## config.mk

```make
export PLATFORM = sky130hd
export DESIGN_NAME = credit_throttle
export DESIGN_NICKNAME = d
export VERILOG_FILES = /design/src/rtl/credit_throttle_pkg.sv /design/src/rtl/credit_ledger.sv /design/src/rtl/credit_req_gate.sv /design/src/rtl/credit_reply_path.sv /design/src/rtl/credit_throttle.sv
export SDC_FILE = /design/constraint.sdc
export NUM_CORES = 1
export LEC_CHECK = 0
export BUFFER_PORTS_ARGS = -buffer_cell sky130_fd_sc_hd__buf_2
export CORE_AREA = 2 2 103 105
export CTS_BUF_LIST = sky130_fd_sc_hd__clkbuf_8 sky130_fd_sc_hd__clkbuf_16
export DETAILED_ROUTE_END_ITERATION = 8
export DIE_AREA = 0 0 105 107
export SETUP_SLACK_MARGIN = 0.4
export SKIP_CTS_REPAIR_TIMING = 1
export SLEW_MARGIN = 20
export SYNTH_ARGS = -nofsm -noshare
export SYNTH_HDL_FRONTEND = slang
export SYNTH_HIERARCHICAL = 1
export SYNTH_SLANG_ARGS = --single-unit
```

## constraint.sdc

```tcl
create_clock -name clk -period 2.52 [get_ports clk]
set_clock_uncertainty 0.2 [all_clocks]
set_input_delay 0.504 -clock clk [delete_from_list [all_inputs] [get_ports clk]]
set_output_delay 0.504 -clock clk [all_outputs]
set_load 0.01 [all_outputs]
```

## src/rtl/credit_throttle_pkg.sv

```systemverilog
package credit_throttle_pkg;

  typedef enum logic [1:0] {
    CR_HOLD  = 2'd0,
    CR_SPEND = 2'd1,
    CR_REFUND = 2'd2
  } credit_act_e;

  function automatic int credit_cnt_w(input int n);
    return $clog2(n + 1);
  endfunction

endpackage

```

## src/rtl/credit_ledger.sv

```systemverilog
module credit_ledger
  import credit_throttle_pkg::*;
#(
  parameter int CREDITS = 4,
  localparam int CW = credit_cnt_w(CREDITS)
) (
  input  logic clk,
  input  logic rst,
  input  logic spend,
  input  logic refund,
  output logic avail,
  output logic err
);

  localparam logic [CW-1:0] FULL = CW'(CREDITS);

  logic [CW-1:0] cnt_q, cnt_d;
  logic          full_q;
  logic          refund_ok;
  credit_act_e   act;

  assign refund_ok = refund & ~full_q;

  always_comb begin
    unique case ({spend, refund_ok})
      2'b10:   act = CR_SPEND;
      2'b01:   act = CR_REFUND;
      default: act = CR_HOLD;
    endcase
  end

  always_comb begin
    unique case (act)
      CR_SPEND:  cnt_d = cnt_q - CW'(1);
      CR_REFUND: cnt_d = cnt_q + CW'(1);
      default:   cnt_d = cnt_q;
    endcase
  end

  always_ff @(posedge clk) begin
    if (rst) begin
      cnt_q  <= FULL;
      avail  <= 1'b1;
      full_q <= 1'b1;
      err    <= 1'b0;
    end else begin
      cnt_q  <= cnt_d;
      avail  <= (cnt_d != '0);
      full_q <= (cnt_d == FULL);
      if (refund && full_q)
        err <= 1'b1;
    end
  end

  // a spend request never arrives with an empty ledger
  a_r3_spend_needs_credit: assert property (@(posedge clk) disable iff (rst)
    spend |-> (cnt_q != '0));

  // a lone spend removes exactly one credit
  a_r3_spend_dec: assert property (@(posedge clk) disable iff (rst)
    (spend && !refund) |=> (cnt_q == $past(cnt_q) - CW'(1)));

  // a lone refund below the cap adds exactly one credit
  a_r4_refund_inc: assert property (@(posedge clk) disable iff (rst)
    (refund && !spend && cnt_q != FULL) |=> (cnt_q == $past(cnt_q) + CW'(1)));

  // spend and refund together leave the count alone
  a_r5_both_hold: assert property (@(posedge clk) disable iff (rst)
    (spend && refund && cnt_q != FULL) |=> (cnt_q == $past(cnt_q)));

  // the count never exceeds the cap
  a_r6_no_overflow: assert property (@(posedge clk) disable iff (rst)
    1'b1 |-> (cnt_q <= FULL));

  // a refund at the cap raises the error flag
  a_r6_err_on_spurious: assert property (@(posedge clk) disable iff (rst)
    (refund && cnt_q == FULL) |=> err);

  // the error flag is sticky
  a_r6_err_sticky: assert property (@(posedge clk) disable iff (rst)
    err |=> err);

endmodule

```

## src/rtl/credit_req_gate.sv

```systemverilog
module credit_req_gate #(
  parameter int DATA_W = 64
) (
  input  logic              avail,
  input  logic              m_valid,
  output logic              m_ready,
  input  logic [DATA_W-1:0] m_data,
  output logic              n_valid,
  input  logic              n_ready,
  output logic [DATA_W-1:0] n_data,
  output logic              spend
);

  assign m_ready = n_ready & avail;
  assign n_valid = m_valid & avail;
  assign n_data  = m_data;
  assign spend   = m_valid & n_ready & avail;

endmodule

```

## src/rtl/credit_reply_path.sv

```systemverilog
module credit_reply_path #(
  parameter int RSP_W = 64
) (
  input  logic             n_valid,
  output logic             n_ready,
  input  logic [RSP_W-1:0] n_data,
  output logic             m_valid,
  input  logic             m_ready,
  output logic [RSP_W-1:0] m_data,
  output logic             refund
);

  assign m_valid = n_valid;
  assign n_ready = m_ready;
  assign m_data  = n_data;
  assign refund  = n_valid & m_ready;

endmodule

```

## src/rtl/credit_throttle.sv

```systemverilog
module credit_throttle #(
  parameter int CREDITS = 4,
  parameter int DATA_W  = 64,
  parameter int RSP_W   = 64
) (
  input  logic              clk,
  input  logic              rst,
  input  logic              m_req_valid,
  output logic              m_req_ready,
  input  logic [DATA_W-1:0] m_req_data,
  output logic              n_req_valid,
  input  logic              n_req_ready,
  output logic [DATA_W-1:0] n_req_data,
  input  logic              n_rsp_valid,
  output logic              n_rsp_ready,
  input  logic [RSP_W-1:0]  n_rsp_data,
  output logic              m_rsp_valid,
  input  logic              m_rsp_ready,
  output logic [RSP_W-1:0]  m_rsp_data,
  output logic              credit_err
);

  generate
    if (CREDITS < 1) begin : g_bad_cfg
      $error("credit_throttle: CREDITS must be at least 1");
    end
  endgenerate

  logic avail, spend, refund;

  credit_req_gate #(.DATA_W(DATA_W)) req_gate_i (
    .avail   (avail),
    .m_valid (m_req_valid),
    .m_ready (m_req_ready),
    .m_data  (m_req_data),
    .n_valid (n_req_valid),
    .n_ready (n_req_ready),
    .n_data  (n_req_data),
    .spend   (spend)
  );

  credit_reply_path #(.RSP_W(RSP_W)) rsp_path_i (
    .n_valid (n_rsp_valid),
    .n_ready (n_rsp_ready),
    .n_data  (n_rsp_data),
    .m_valid (m_rsp_valid),
    .m_ready (m_rsp_ready),
    .m_data  (m_rsp_data),
    .refund  (refund)
  );

  credit_ledger #(.CREDITS(CREDITS)) ledger_i (
    .clk    (clk),
    .rst    (rst),
    .spend  (spend),
    .refund (refund),
    .avail  (avail),
    .err    (credit_err)
  );

  // the master is never told ready unless the network is ready
  a_r2_ready_needs_net: assert property (@(posedge clk) disable iff (rst)
    m_req_ready |-> n_req_ready);

  // a request toward the network is always one the master offered
  a_r2_valid_from_master: assert property (@(posedge clk) disable iff (rst)
    n_req_valid |-> m_req_valid);

endmodule

```

# Word-level counts from Yosys, hierarchy flattened
# Cells that the tools add are included.
[totals]
elab_cells = 22
regBits = 6
[classes]
add_sub_neg = 2
bitwise_logic = 7
reduce_logical = 2
n_mux = 2
eq_ne = 5
[op_table]
columns = ["op", "n"]
rows = [
  ["1-bit AND", 6],
  ["3-bit case mux with 2 select lines", 1],
  ["2-bit by 1-bit == test with 1-bit output (second input constant)", 2],
  ["2-bit == test (second input constant)", 2],
  ["2-bit case mux with 2 select lines", 1],
  ["3-bit by 1-bit adder with 3-bit output (second input constant)", 1],
  ["3-bit == test (second input constant)", 1],
  ["3-bit nonzero test", 1],
  ["3-bit by 1-bit subtractor with 3-bit output (second input constant)", 1],
  ["1-bit logical AND", 1],
  ["1-bit inverter", 1],
]

# Depth between registers and ports, before layout
[logic_depth]
depth_word = 7
depth_mapped = 8
ltp_nobuf = 8

# Cells and area by module
# Netlist, hierarchy kept.
[by_module_without_submodules]
columns = ["module", "n_inst", "cells_per_inst", "seq_area_each_um2", "area_each_um2"]
rows = [
  ["credit_reply_path", 1, 67, 0.0, 501.7],
  ["credit_req_gate", 1, 67, 0.0, 499.2],
  ["credit_ledger", 1, 26, 120.1, 275.3],
]

# Least setup slack after synthesis
# Ideal clock, no wire load.
[synth_timing]
path_type = "in2reg"
from = "in n_rsp_valid"
to = "reg ledger_i.cnt_q[2]"
arrival_ps = 2178
stages = 8
path_buffers = 0
slack_ps = 26
cell_sequence = "and2_1 > nor2b_1 > ha_1 > inv_1 > fa_1 > xor2_1 > or4b_4 > and2_2"
[synth_via]
elab_chain_cells = 6
elab_cells_between_ends = 8
[synth_lines]
columns = ["item", "line_no", "text"]
rows = [
  ["start: declaration", "credit_throttle.sv:14", "input logic n_rsp_valid,"],
  ["1-bit AND (*)", "credit_reply_path.sv:16", "assign refund = n_valid & m_ready;"],
  ["1-bit AND (*)", "credit_ledger.sv:22", "assign refund_ok = refund & ~full_q;"],
  ["2-bit by 1-bit == test with 1-bit output / 2-bit == test (equally long branches)", "credit_ledger.sv:25", "unique case ({spend, refund_ok})"],
  ["2-bit case mux with 2 select lines (*)", "credit_ledger.sv:25", ""],
  ["2-bit == test / 2-bit by 1-bit == test with 1-bit output (equally long branches)", "credit_ledger.sv:33", "unique case (act)"],
  ["3-bit case mux with 2 select lines (*)", "credit_ledger.sv:33", ""],
  ["end signal: assignment", "credit_ledger.sv:47", "cnt_q <= cnt_d;"],
  ["end: declaration", "credit_ledger.sv:17", "logic [CW-1:0] cnt_q, cnt_d;"],
]
# Every way passes the cells marked *; elsewhere a longest branch is shown, timed or not.
# A chain may end at the register's enable or synchronous reset.

# Worst setup path in the final report
[layout_timing]
from = "in m_req_valid"
to = "reg ledger_i.avail"
[layout_via]
elab_chain_cells = 7
elab_cells_between_ends = 9
[layout_lines]
columns = ["item", "line_no", "text"]
rows = [
  ["start: declaration", "credit_throttle.sv:8", "input logic m_req_valid,"],
  ["1-bit AND (*) (2 in a row)", "credit_req_gate.sv:17", "assign spend = m_valid & n_ready & avail;"],
  ["via spend", "credit_throttle.sv:29", "logic avail, spend, refund;"],
  ["2-bit by 1-bit == test with 1-bit output / 2-bit == test (equally long branches)", "credit_ledger.sv:25", ""],
  ["2-bit case mux with 2 select lines (*)", "credit_ledger.sv:25", ""],
  ["2-bit == test / 2-bit by 1-bit == test with 1-bit output (equally long branches)", "credit_ledger.sv:33", ""],
  ["3-bit case mux with 2 select lines (*)", "credit_ledger.sv:33", ""],
  ["3-bit nonzero test (*)", "credit_ledger.sv:48", "avail <= (cnt_d != '0);"],
  ["end signal: assignment", "credit_ledger.sv:48", ""],
  ["end: declaration", "credit_ledger.sv:11", "output logic avail,"],
]
# Mark *: on every way through the listed nets, which the timed path passes. The rest lies on a longest branch.

==> results.py <==
metrics = {
    "setup_path": {
        "worstSetupPathType": "in2reg",
        "crit_family": "simple AND/OR/NAND/NOR gates",
        "reg2regPathDepth": 8,
        "critPathCaptureType": "flop",
        "r2r_start": "ledger_i/avail$_SDFF_PP1_",
        "crit_fanout": 3,
        "critical_path_buf_inv_count": 3,
        "timing.rr.end": "ledger_i/avail$_SDFF_PP1_",
        "critical_path.slowest_cell": "or4b_4",
        "worst_ep_arrival_time_ns": 2.23,
        "worst_setup_path_start_kind": "input port",
        "path_cells": "buf_2, and3_1, inv_2, ha_4, inv_2, fa_2, xor2_2, or4b_4, a21bo_1",
        "worstPathRequired_ns": 2.44,
        "ff2ff_setup_slack_ns": 0.29,
        "cp_common_cell": "inv_2",
        "slowest_delay_ns": 0.51,
    },
    "layout": {
        "layout-drive-gt1-share_pct": 52.3,
        "layout_commonest_cell": "buf_2",
        "final_cell_mix": "buf_2, dfxtp_1, clkbuf_8, nor2_1",
        "nets": 182,
        "areaGrowthSynthToFinish_pct": -51.8,
        "antenna_cells": 0,
        "fill_cells": 1223,
    },
    "logic_synthesis": {
        "syn_area_per_cell_um2": 7.98,
        "yosysTopAreaCell": "buf_4",
        "synth_seq_area_share_pct": 9.41,
        "synth-adder-area-share_pct": 2.55,
        "synth_top_family_by_area": "buffers and inverters",
        "synth_area_leaders": "buf_4, dfxtp_1, fa_1",
        "yosys.area_share.simple_pct": 6.67,
        "synth_cell_types": 20,
        "synth_area_um2": 1280,
        "synth.mux.area_fraction_pct": 0.784,
        "synth_cells": 160,
        "yosysWarnings": 6,
        "synth_top_area_share_pct": 76.5,
        "syn-num-nets": 296,
        "synthXorXnorAreaFrac_pct": 0.686,
        "ys_seq_elements": 6,
        "synth-compound-area-share_pct": 2.84,
    },
    "placement": {
        "portBuffers": 10,
        "dp.final_hpwl_um": 2440,
        "gp_congestion": 0.581,
    },
    "global_route": {
        "grt_max_degree": 7,
        "overflow": 0,
        "grt_pass1_vias": 443,
        "grtUsageTotal_pct": 4.67,
        "grt_pass1_wl_um": 3450,
        "antenna_found_initial": 0,
    },
    "power": {
        "combPwrFrac_pct": 30.6,
        "internal_power_uw": 290,
        "p_seq_share_pct": 33.9,
        "p_sw_share_pct": 28.5,
        "power_density_nw_per_um2": 658,
        "vdd_drop_max_mv": 0.144,
        "p_total_uw": 405,
        "pwr-share-clk_pct": 35.5,
        "p_leak_uw": 0.000213,
        "power.switching_uw": 115,
    },
    "clock_network": {
        "cts_num_sinks": 6,
        "clockBufferDepth": 2,
        "clk_latency_ns": 0.22,
        "cts_buffers": 3,
        "cts_root_buf": "clkbuf_8",
        "cts_tree": "done",
        "clkTransAtPathRegs_ns": 0.04,
        "htreeDepth": 1,
    },
    "floorplan": {
        "fp-row-count": 37,
        "floorplan.initialDensity_pct": 12.6,
        "die_w_um": 105,
        "fp.coreArea_um2": 10100,
        "die_h_um": 107,
        "ios": 267,
        "dieArea_um2": 11200,
    },
    "hold_path": {
        "holdCritStartpoint": "ledger_i/err$_SDFFE_PP0P_",
        "hold_path_end": "ledger_i/err$_SDFFE_PP0P_",
        "worstHoldPathType": "reg2reg",
        "holdPathStages": 2,
    },
    "sta": {
        "rsz0062_at_grt": "true",
        "drv_slew": 0,
        "period_share_pct": 91.7,
        "hold_slack_ns": 0.286,
        "setup-violations-final": 0,
        "hold_viol": 0,
        "worst-slew-pin-transition_ns": 0.381,
        "max_freq_mhz": 433,
        "fin_crit_ns": 2.31,
        "slew_headroom_pct": 74.3,
    },
    "status": {
        "status": "finished, final reports clean",
    },
    "route": {
        "drtIter0Drc": 10,
        "wire_per_inst_um": 15.7,
        "routed_via_density": 2.41,
        "ant_nets": 0,
        "firstDrtPassIters": 2,
        "finalWirelength_um": 2830,
        "via_count": 433,
        "route.detailed.drc": 0,
    },
    "run": {
        "cap_violations": 0,
    },
}
==> state kept, by name, indices dropped and copies added (netlist names) <==
name	cells
ledger_i/err	1
ledger_i/full_q	1
ledger_i/avail	1
ledger_i/cnt_q	3
==> worst register-to-register path: cells and delay by family, from the launching register on <==
family	cells	cell delay, ns
and+or+nand+nor	2	0.68
adders and majority gates	2	0.48
xor gates and xnor gates	1	0.16
buffers and inverters	2	0.10
DFF	1	0.32
AOI/OAI and AO/OA	1	0.18
==> metal layers <==
metal | share of wire (%) | GRT usage (%) | vias to the layer above
li1 | - | - | 129
met1 | 12 | 1.24 | 175
met2 | 43 | 6.22 | 79
met3 | 32 | 7.17 | 50
met4 | 12 | 7.43 | 0
met5 | 0 | 0 | -
==> metrics by stage <==
| stage | area [µm²] | TNS [ns] | instances | util (%) | setup slack [ns] |
|---|---|---|---|---|---|
| finish | 616 | 0 | 180 | 6.10 | 0.208 |
| global route | 616 | 0 | 180 | 6.10 | 0.132 |
| CTS | 578 | 0 | 180 | 5.73 | 0.104 |
| detailed placement | 537 | -0.341 | 177 | 5.32 | -0.121 |
| global placement | 537 | -0.181 | 177 | 5.32 | -0.0722 |
| floorplan | 1280 | 0 | 160 | - | 0.101 |
==> worst max-delay path by stage <==
stage	slack (ns)	cells after the start	startpoint	to
after floorplan	0.10	8	n_rsp_valid	ledger_i/avail$_SDFF_PP1_
after global placement	-0.07	9	n_rsp_valid	ledger_i/avail$_SDFF_PP1_
after detailed placement	-0.12	9	n_rsp_valid	ledger_i/avail$_SDFF_PP1_
after CTS	0.10	9	n_rsp_valid	ledger_i/avail$_SDFF_PP1_
after global routing	0.13	9	n_rsp_valid	ledger_i/avail$_SDFF_PP1_
final	0.21	9	m_req_valid	ledger_i/avail$_SDFF_PP1_
==> cell usage after synthesis, drive strengths merged <==
library cell and n:
a21bo 1, a21oi 1, and2 4, and3 1
and3b 1, buf 130, dfxtp 6, fa 1
ha 1, inv 2, mux2i 1, nand2b 2
nor2 3, nor2b 1, o211a 1, o21ai 1
o22ai 1, or4b 1, xor2 1
==> layout make-up <==
type | instances | area (µm²) | area share (%)
clock buffer | 3 | 41.3 | 6.71
inverter | 2 | 7.51 | 1.22
multi-input combinational | 22 | 206 | 33.5
sequential | 6 | 120 | 19.5
tap | 136 | 170 | 27.6
timing repair buffer | 11 | 70.1 | 11.4
==> power by group through the flow <==
stage	registers (µW)	clock network [µW]	logic [µW]
after floorplan	131	0	288
after global placement	136	0	104
after detailed placement	136	0	109
after CTS	135	147	111
after global routing	141	154	139
final	137	144	124
==> kinds of logic after synthesis <==
family / count (synthesis)
mux: 1
xor+xnor: 1
fa+ha+maj: 2
simple gates: 13
flops: 6
compound gates: 5
buf+inv: 132
(Power assumes the default switching activity.)
